===== config.mk =====
export PLATFORM = sky130hd
export DESIGN_NAME = dwp_datacmp
export DESIGN_NICKNAME = d
export VERILOG_FILES = /design/src/rtl/dwp_pkg.sv /design/src/rtl/dwp_byte_cmp.sv /design/src/rtl/dwp_unit_cmp.sv /design/src/rtl/dwp_lane_valid.sv /design/src/rtl/dwp_datacmp.sv
export SDC_FILE = /design/constraint.sdc
export NUM_CORES = 1
export LEC_CHECK = 0
export ABC_AREA = 1
export BUFFER_PORTS_ARGS = -buffer_cell sky130_fd_sc_hd__buf_2
export CAP_MARGIN = 20
export CORE_MARGIN = 2
export CORE_UTILIZATION = 51
export DETAILED_ROUTE_END_ITERATION = 16
export PLACE_DENSITY = 0.87
export SLEW_MARGIN = 20
export SYNTH_ARGS = -nofsm -noshare
export SYNTH_HDL_FRONTEND = slang
export SYNTH_SLANG_ARGS = --single-unit

===== constraint.sdc =====
create_clock -name clk -period 2.8 [get_ports clk]
set_input_delay 0.28 -clock clk [delete_from_list [all_inputs] [get_ports clk]]
set_output_delay 0.28 -clock clk [all_outputs]
set_load 0.005 [all_outputs]

===== src/rtl/dwp_pkg.sv =====
package dwp_pkg;

    typedef enum logic [1:0] {
        SZ_BYTE = 2'd0,
        SZ_HALF = 2'd1,
        SZ_WORD = 2'd2,
        SZ_WORD_ALT = 2'd3
    } size_e;

    typedef enum logic [1:0] {
        CT_EQ = 2'd0,
        CT_NE = 2'd1,
        CT_GT = 2'd2,
        CT_LT = 2'd3
    } ctype_e;

    // Collapse the two word codes into one rank: 0 byte, 1 half, 2 word.
    function automatic logic [1:0] size_rank(input logic [1:0] s);
        return s[1] ? 2'd2 : s;
    endfunction

    function automatic logic type_hit(input logic [1:0] t, input logic eq, input logic lt);
        logic r;
        unique case (ctype_e'(t))
            CT_EQ:   r = eq;
            CT_NE:   r = !eq;
            CT_GT:   r = !eq && !lt;
            CT_LT:   r = lt;
            default: r = 1'b0;
        endcase
        return r;
    endfunction

endpackage


===== src/rtl/dwp_byte_cmp.sv =====
module dwp_byte_cmp #(
    parameter int W = 8
) (
    input  logic [W-1:0] a_i,
    input  logic [W-1:0] b_i,
    input  logic         mask_i,
    input  logic         sgn_i,
    output logic         eq_o,
    output logic         lt_o
);
    logic lt_raw;

    always_comb begin
        if (sgn_i) lt_raw = $signed(a_i) < $signed(b_i);
        else       lt_raw = a_i < b_i;
        eq_o = mask_i || (a_i == b_i);
        lt_o = !mask_i && lt_raw;
    end
endmodule


===== src/rtl/dwp_unit_cmp.sv =====
module dwp_unit_cmp
    import dwp_pkg::*;
#(
    parameter int LANES  = 4,
    parameter int LANE_W = 8
) (
    input  logic [LANES*LANE_W-1:0] data_i,
    input  logic [LANES*LANE_W-1:0] ref_i,
    input  logic [LANES-1:0]        mask_i,
    input  logic                    sgn_i,
    input  logic [1:0]              csize_i,
    input  logic [1:0]              ctype_i,
    output logic [LANES-1:0]        hit_o
);
    localparam int HALVES = LANES / 2;

    logic [1:0]        rank;
    logic [LANES-1:0]  b_eq, b_lt, msb;
    logic [HALVES-1:0] h_eq, h_lt;
    logic              w_eq, w_lt;

    assign rank = size_rank(csize_i);

    for (genvar l = 0; l < LANES; l++) begin : g_lane
        localparam int HI = (LANES - l) * LANE_W - 1;
        // Sign applies to the top byte of each merged unit only.
        assign msb[l] = (rank == 2'd0) || (rank == 2'd1 && (l % 2) == 0) || (l == 0);
        dwp_byte_cmp #(.W(LANE_W)) u_byte (
            .a_i   (data_i[HI -: LANE_W]),
            .b_i   (ref_i[HI -: LANE_W]),
            .mask_i(mask_i[l]),
            .sgn_i (sgn_i && msb[l]),
            .eq_o  (b_eq[l]),
            .lt_o  (b_lt[l])
        );
    end

    for (genvar u = 0; u < HALVES; u++) begin : g_half
        assign h_eq[u] = b_eq[2*u] && b_eq[2*u+1];
        assign h_lt[u] = b_lt[2*u] || (b_eq[2*u] && b_lt[2*u+1]);
    end

    // Lexicographic fold of the half-word results, most significant first.
    always_comb begin
        w_eq = 1'b1;
        w_lt = 1'b0;
        for (int u = 0; u < HALVES; u++) begin
            w_lt = w_lt || (w_eq && h_lt[u]);
            w_eq = w_eq && h_eq[u];
        end
    end

    always_comb begin
        for (int l = 0; l < LANES; l++) begin
            unique case (rank)
                2'd0:    hit_o[l] = type_hit(ctype_i, b_eq[l], b_lt[l]);
                2'd1:    hit_o[l] = type_hit(ctype_i, h_eq[l/2], h_lt[l/2]);
                default: hit_o[l] = type_hit(ctype_i, w_eq, w_lt);
            endcase
        end
    end
endmodule


===== src/rtl/dwp_lane_valid.sv =====
module dwp_lane_valid
    import dwp_pkg::*;
#(
    parameter int LANES = 4,
    localparam int AW   = $clog2(LANES)
) (
    input  logic [AW-1:0]    addr_i,
    input  logic [1:0]       cyc_size_i,
    input  logic [1:0]       csize_i,
    output logic [LANES-1:0] lanes_o
);
    logic [1:0] cyc_rank, cmp_rank;

    always_comb begin
        cyc_rank = size_rank(cyc_size_i);
        cmp_rank = size_rank(csize_i);
        for (int l = 0; l < LANES; l++) begin
            unique case (cyc_rank)
                2'd0:    lanes_o[l] = (AW'(l) == addr_i);
                2'd1:    lanes_o[l] = (AW'(l) >> 1) == (addr_i >> 1);
                default: lanes_o[l] = 1'b1;
            endcase
        end
        // A narrower access than the compare unit carries no valid match.
        if (cyc_rank < cmp_rank) lanes_o = '0;
    end
endmodule


===== src/rtl/dwp_datacmp.sv =====
module dwp_datacmp
    import dwp_pkg::*;
#(
    parameter int DATA_W = 32,
    localparam int LANES = DATA_W / 8,
    localparam int AW    = $clog2(LANES)
) (
    input  logic              clk,
    input  logic              rst_n,
    input  logic              cyc_valid,
    input  logic [DATA_W-1:0] cyc_data,
    input  logic [AW-1:0]     cyc_addr,
    input  logic [1:0]        cyc_size,
    input  logic [DATA_W-1:0] g_ref,
    input  logic [LANES-1:0]  g_mask,
    input  logic              g_signed,
    input  logic [1:0]        g_csize,
    input  logic [1:0]        g_ctype,
    input  logic [DATA_W-1:0] h_ref,
    input  logic [LANES-1:0]  h_mask,
    input  logic              h_signed,
    input  logic [1:0]        h_csize,
    input  logic [1:0]        h_ctype,
    output logic [LANES-1:0]  g_match,
    output logic [LANES-1:0]  h_match,
    output logic              ev_any_g,
    output logic              ev_any_h,
    output logic              ev_lane_both,
    output logic              ev_either
);
    localparam int NCMP = 2;

    logic [DATA_W-1:0] ref_a   [NCMP];
    logic [LANES-1:0]  mask_a  [NCMP];
    logic              sgn_a   [NCMP];
    logic [1:0]        csize_a [NCMP];
    logic [1:0]        ctype_a [NCMP];
    logic [LANES-1:0]  hit_a   [NCMP];
    logic [LANES-1:0]  vld_a   [NCMP];
    logic [LANES-1:0]  lane_d  [NCMP];

    assign ref_a   = '{g_ref, h_ref};
    assign mask_a  = '{g_mask, h_mask};
    assign sgn_a   = '{g_signed, h_signed};
    assign csize_a = '{g_csize, h_csize};
    assign ctype_a = '{g_ctype, h_ctype};

    for (genvar c = 0; c < NCMP; c++) begin : g_cmp
        dwp_unit_cmp #(.LANES(LANES), .LANE_W(8)) u_unit (
            .data_i (cyc_data),
            .ref_i  (ref_a[c]),
            .mask_i (mask_a[c]),
            .sgn_i  (sgn_a[c]),
            .csize_i(csize_a[c]),
            .ctype_i(ctype_a[c]),
            .hit_o  (hit_a[c])
        );
        dwp_lane_valid #(.LANES(LANES)) u_valid (
            .addr_i    (cyc_addr),
            .cyc_size_i(cyc_size),
            .csize_i   (csize_a[c]),
            .lanes_o   (vld_a[c])
        );
        assign lane_d[c] = hit_a[c] & vld_a[c] & {LANES{cyc_valid}};
    end

    always_ff @(posedge clk) begin
        if (!rst_n) begin
            g_match      <= '0;
            h_match      <= '0;
            ev_any_g     <= 1'b0;
            ev_any_h     <= 1'b0;
            ev_lane_both <= 1'b0;
            ev_either    <= 1'b0;
        end else begin
            g_match      <= lane_d[0];
            h_match      <= lane_d[1];
            ev_any_g     <= |lane_d[0];
            ev_any_h     <= |lane_d[1];
            ev_lane_both <= |(lane_d[0] & lane_d[1]);
            ev_either    <= |(lane_d[0] | lane_d[1]);
        end
    end
endmodule


==> impl_metrics.ini <==
[status]
status = finished clean

[global_route]
grt_pass1_wl_mm = 15.12
antenna_found_initial = 0
grt_usage = 0.2434
met3_usage = 0.03113
grt_use_met1 = 0.2646
groute.layer.met2.usage = 0.4858
gr-total-overflow = 0
grt_max_degree = 11
top_usage_layer = met2
grt_pass1_vias = 3980

[sta]
tightest_slew_ns = 0.3806
fmax_ghz = 0.4616
rsz0062_at_grt = false
maxSlewHeadroom = 0.7440
hold_slack_ns = 0.3046
setup_tns_ns = 0
final.min_clock_period_ns = 2.166
post-route-period-util = 0.7737
slew_violations = 0
finalSetupViolations = 0
hold_violations = 0

[synth]
synthDominantCellAreaShare = 0.2445
synth_cell_types = 27
ys_seq_elements = 12
dominantRegCellSynth = dfxtp_1
yosys.area.top_type = ha_1
synth_edf_count = 0
syn_area_sq_um = 3377
synth_area_per_cell_sq_um = 5.527
async_flop_share = 0
syn_nets = 798
yosys.cell_count.top_type = nand2_1
synth_commonest_cells = nand2_1, inv_1, ha_1
ys_seq_area_frac = 0.07114
synth_warnings = 0
synth_area_leaders = ha_1, nand2_1, inv_1
synth_cells = 611

[drt]
drt_pass1_iterations = 5
vias = 4072
viasPerCell = 4.954
wl_per_cell_um = 10.83
postRouteAntennaNets = 0
drc = 0
routed_wl_mm = 8.901
drt_iter0_markers = 200

[die]
die_area_sq_um = 7288
top_level_ports = 133
core_sq_um = 6386
start_util = 0.5288
die-height_um = 85.37
die_w_um = 85.37
rows = 29

[worst_setup_path]
cp_num_cells = 17
end_kind = flip-flop
crit_path_top_delay_cell = ha_1
critPathMaxFanout = 8
cp_data_required_time_ns = 2.93
crit_chain = buf_2, ha_1, nand2_1, nor2_2, nand4_1, nand2_2, nand2_2, o21ai_2, nand2_1, nor2_2, nand2_1, nand2_2, nand3_4, nand3_1, nand2_1, o21ai_2, nand2_1
max_stage_delay_ns = 0.32
cp_num_buf_inv = 1
crit_path_start_kind = input port
crit_type = in2reg
critPathTopFamily = simple AND/OR/NAND/NOR gates
cp.arrival_ns = 2.30
cp_common_cell = nand2_1

[clock_network]
clk_pin_slew_worst_paths_ns = 0.05
ctsHtreeMaxLevel = 1
cts_inserted_buffers = 3
hold_buffers = 0
cts_resized = 0
cts_tree = yes
cts_root_buffer = clkbuf_8
post_cts_buffers = 0
clock-sinks = 12
ctsLongestPathBuffers = 2

[worst_hold_path]
hold_path_class = in2reg
holdPathStages = 3

[placement]
portBuffers = 132
place_hpwl_mm = 7.888
gp_congestion = 0.9446

[finish]
num-fill-cells = 599
drive_above_1_share = 0.2215
multi_input_area_sq_um = 2597
syn2layout_area_growth_pct = 23.75
antenna_cells = 0
nets = 933
seqCellArea_sq_um = 240.2

[pwr]
p_leak_nw = 2.823
powerDensity_nw_per_um2 = 226.4
ir_drop_mv = 0.1759

[job]
cap_violations = 0
[power breakdown]
part	switching (mW)	total, mW	internal, mW
clock network	0.0646	0.189	0.124
registers	0.00208	0.183	0.181
logic	0.336	0.574	0.238
[tightest hold or removal path, cell delays in order]
cell and delay, ns:
buf_2 0.12, o21ai_2 0.07, inv_1 0.05
[worst paths after layout]
path,startpoint,to
setup / recovery,cyc_data[15],ev_either
hold / removal,rst_n,ev_any_g
[layer usage]
layer / wire [um] / vias to the layer above
li1: - / 2180
met1: 3785 / 1712
met2: 4371 / 158
met3: 543 / 22
met4: 201 / 0
met5: 0 / -
[area by class of cell]
cell class / instances / share of cell area
Inverter: 141 / 0.1266
Timing Repair Buffer: 132 / 0.1581
Multi-Input combinational cell: 456 / 0.6216
Sequential cell: 12 / 0.05748
Tap cell: 77 / 0.02305
Clock buffer: 4 / 0.01317
[stage by stage]
stage | setup slack (ns) | instances | cell area (sq um) | utilization | total power, mW
2_1_floorplan | 0.7696 | 611 | 3377 | - | 0.5632
3_3_place_gp | 0.4243 | 818 | 4124 | 0.6458 | 0.7340
3_5_place_dp | 0.3762 | 818 | 4124 | 0.6458 | 0.7555
4_1_cts | 0.6334 | 822 | 4179 | 0.6544 | 0.9490
5_1_grt | 0.3695 | 822 | 4179 | 0.6544 | 1.047
6_report | 0.6335 | 822 | 4179 | 0.6544 | 0.9460
[registers in the layout, summed over array words and instances, names as in the netlist]
signal and cells:
ev_any_g 1, ev_any_h 1, ev_either 1, ev_lane_both 1, g_match 4, h_match 4
[cells in the final DEF (no fill, tap or decap)]
master / instances
nand2_1: 189
inv_1: 138
buf_2: 132
ha_1: 66
nor2_1: 65
nand3_1: 40
a21oi_1: 29
nand4_1: 13
dfxtp_1: 12
nor2_2: 10
o21ai_0: 8
nand2_2: 6
nand3_2: 6
a21o_1: 5
clkbuf_8: 4
o21bai_1: 3
nor3_1: 2
a21boi_0: 2
o21ai_2: 2
a211oi_1: 2
inv_2: 2
nand4_2: 2
o21ai_1: 2
clkinv_1: 1
nand3b_1: 1
a31oi_1: 1
nand3_4: 1
o21a_1: 1
[cell families after synthesis]
kind of cell | after synthesis | share of synthesized area
and+or+nand+nor | 335 | 0.4309
buffers and inverters | 143 | 0.1597
adders and majority gates | 66 | 0.2445
AOI/OAI and AO/OA | 55 | 0.09374
DFF | 12 | 0.07114
No activity file was read; power rests on OpenSTA's default activity.
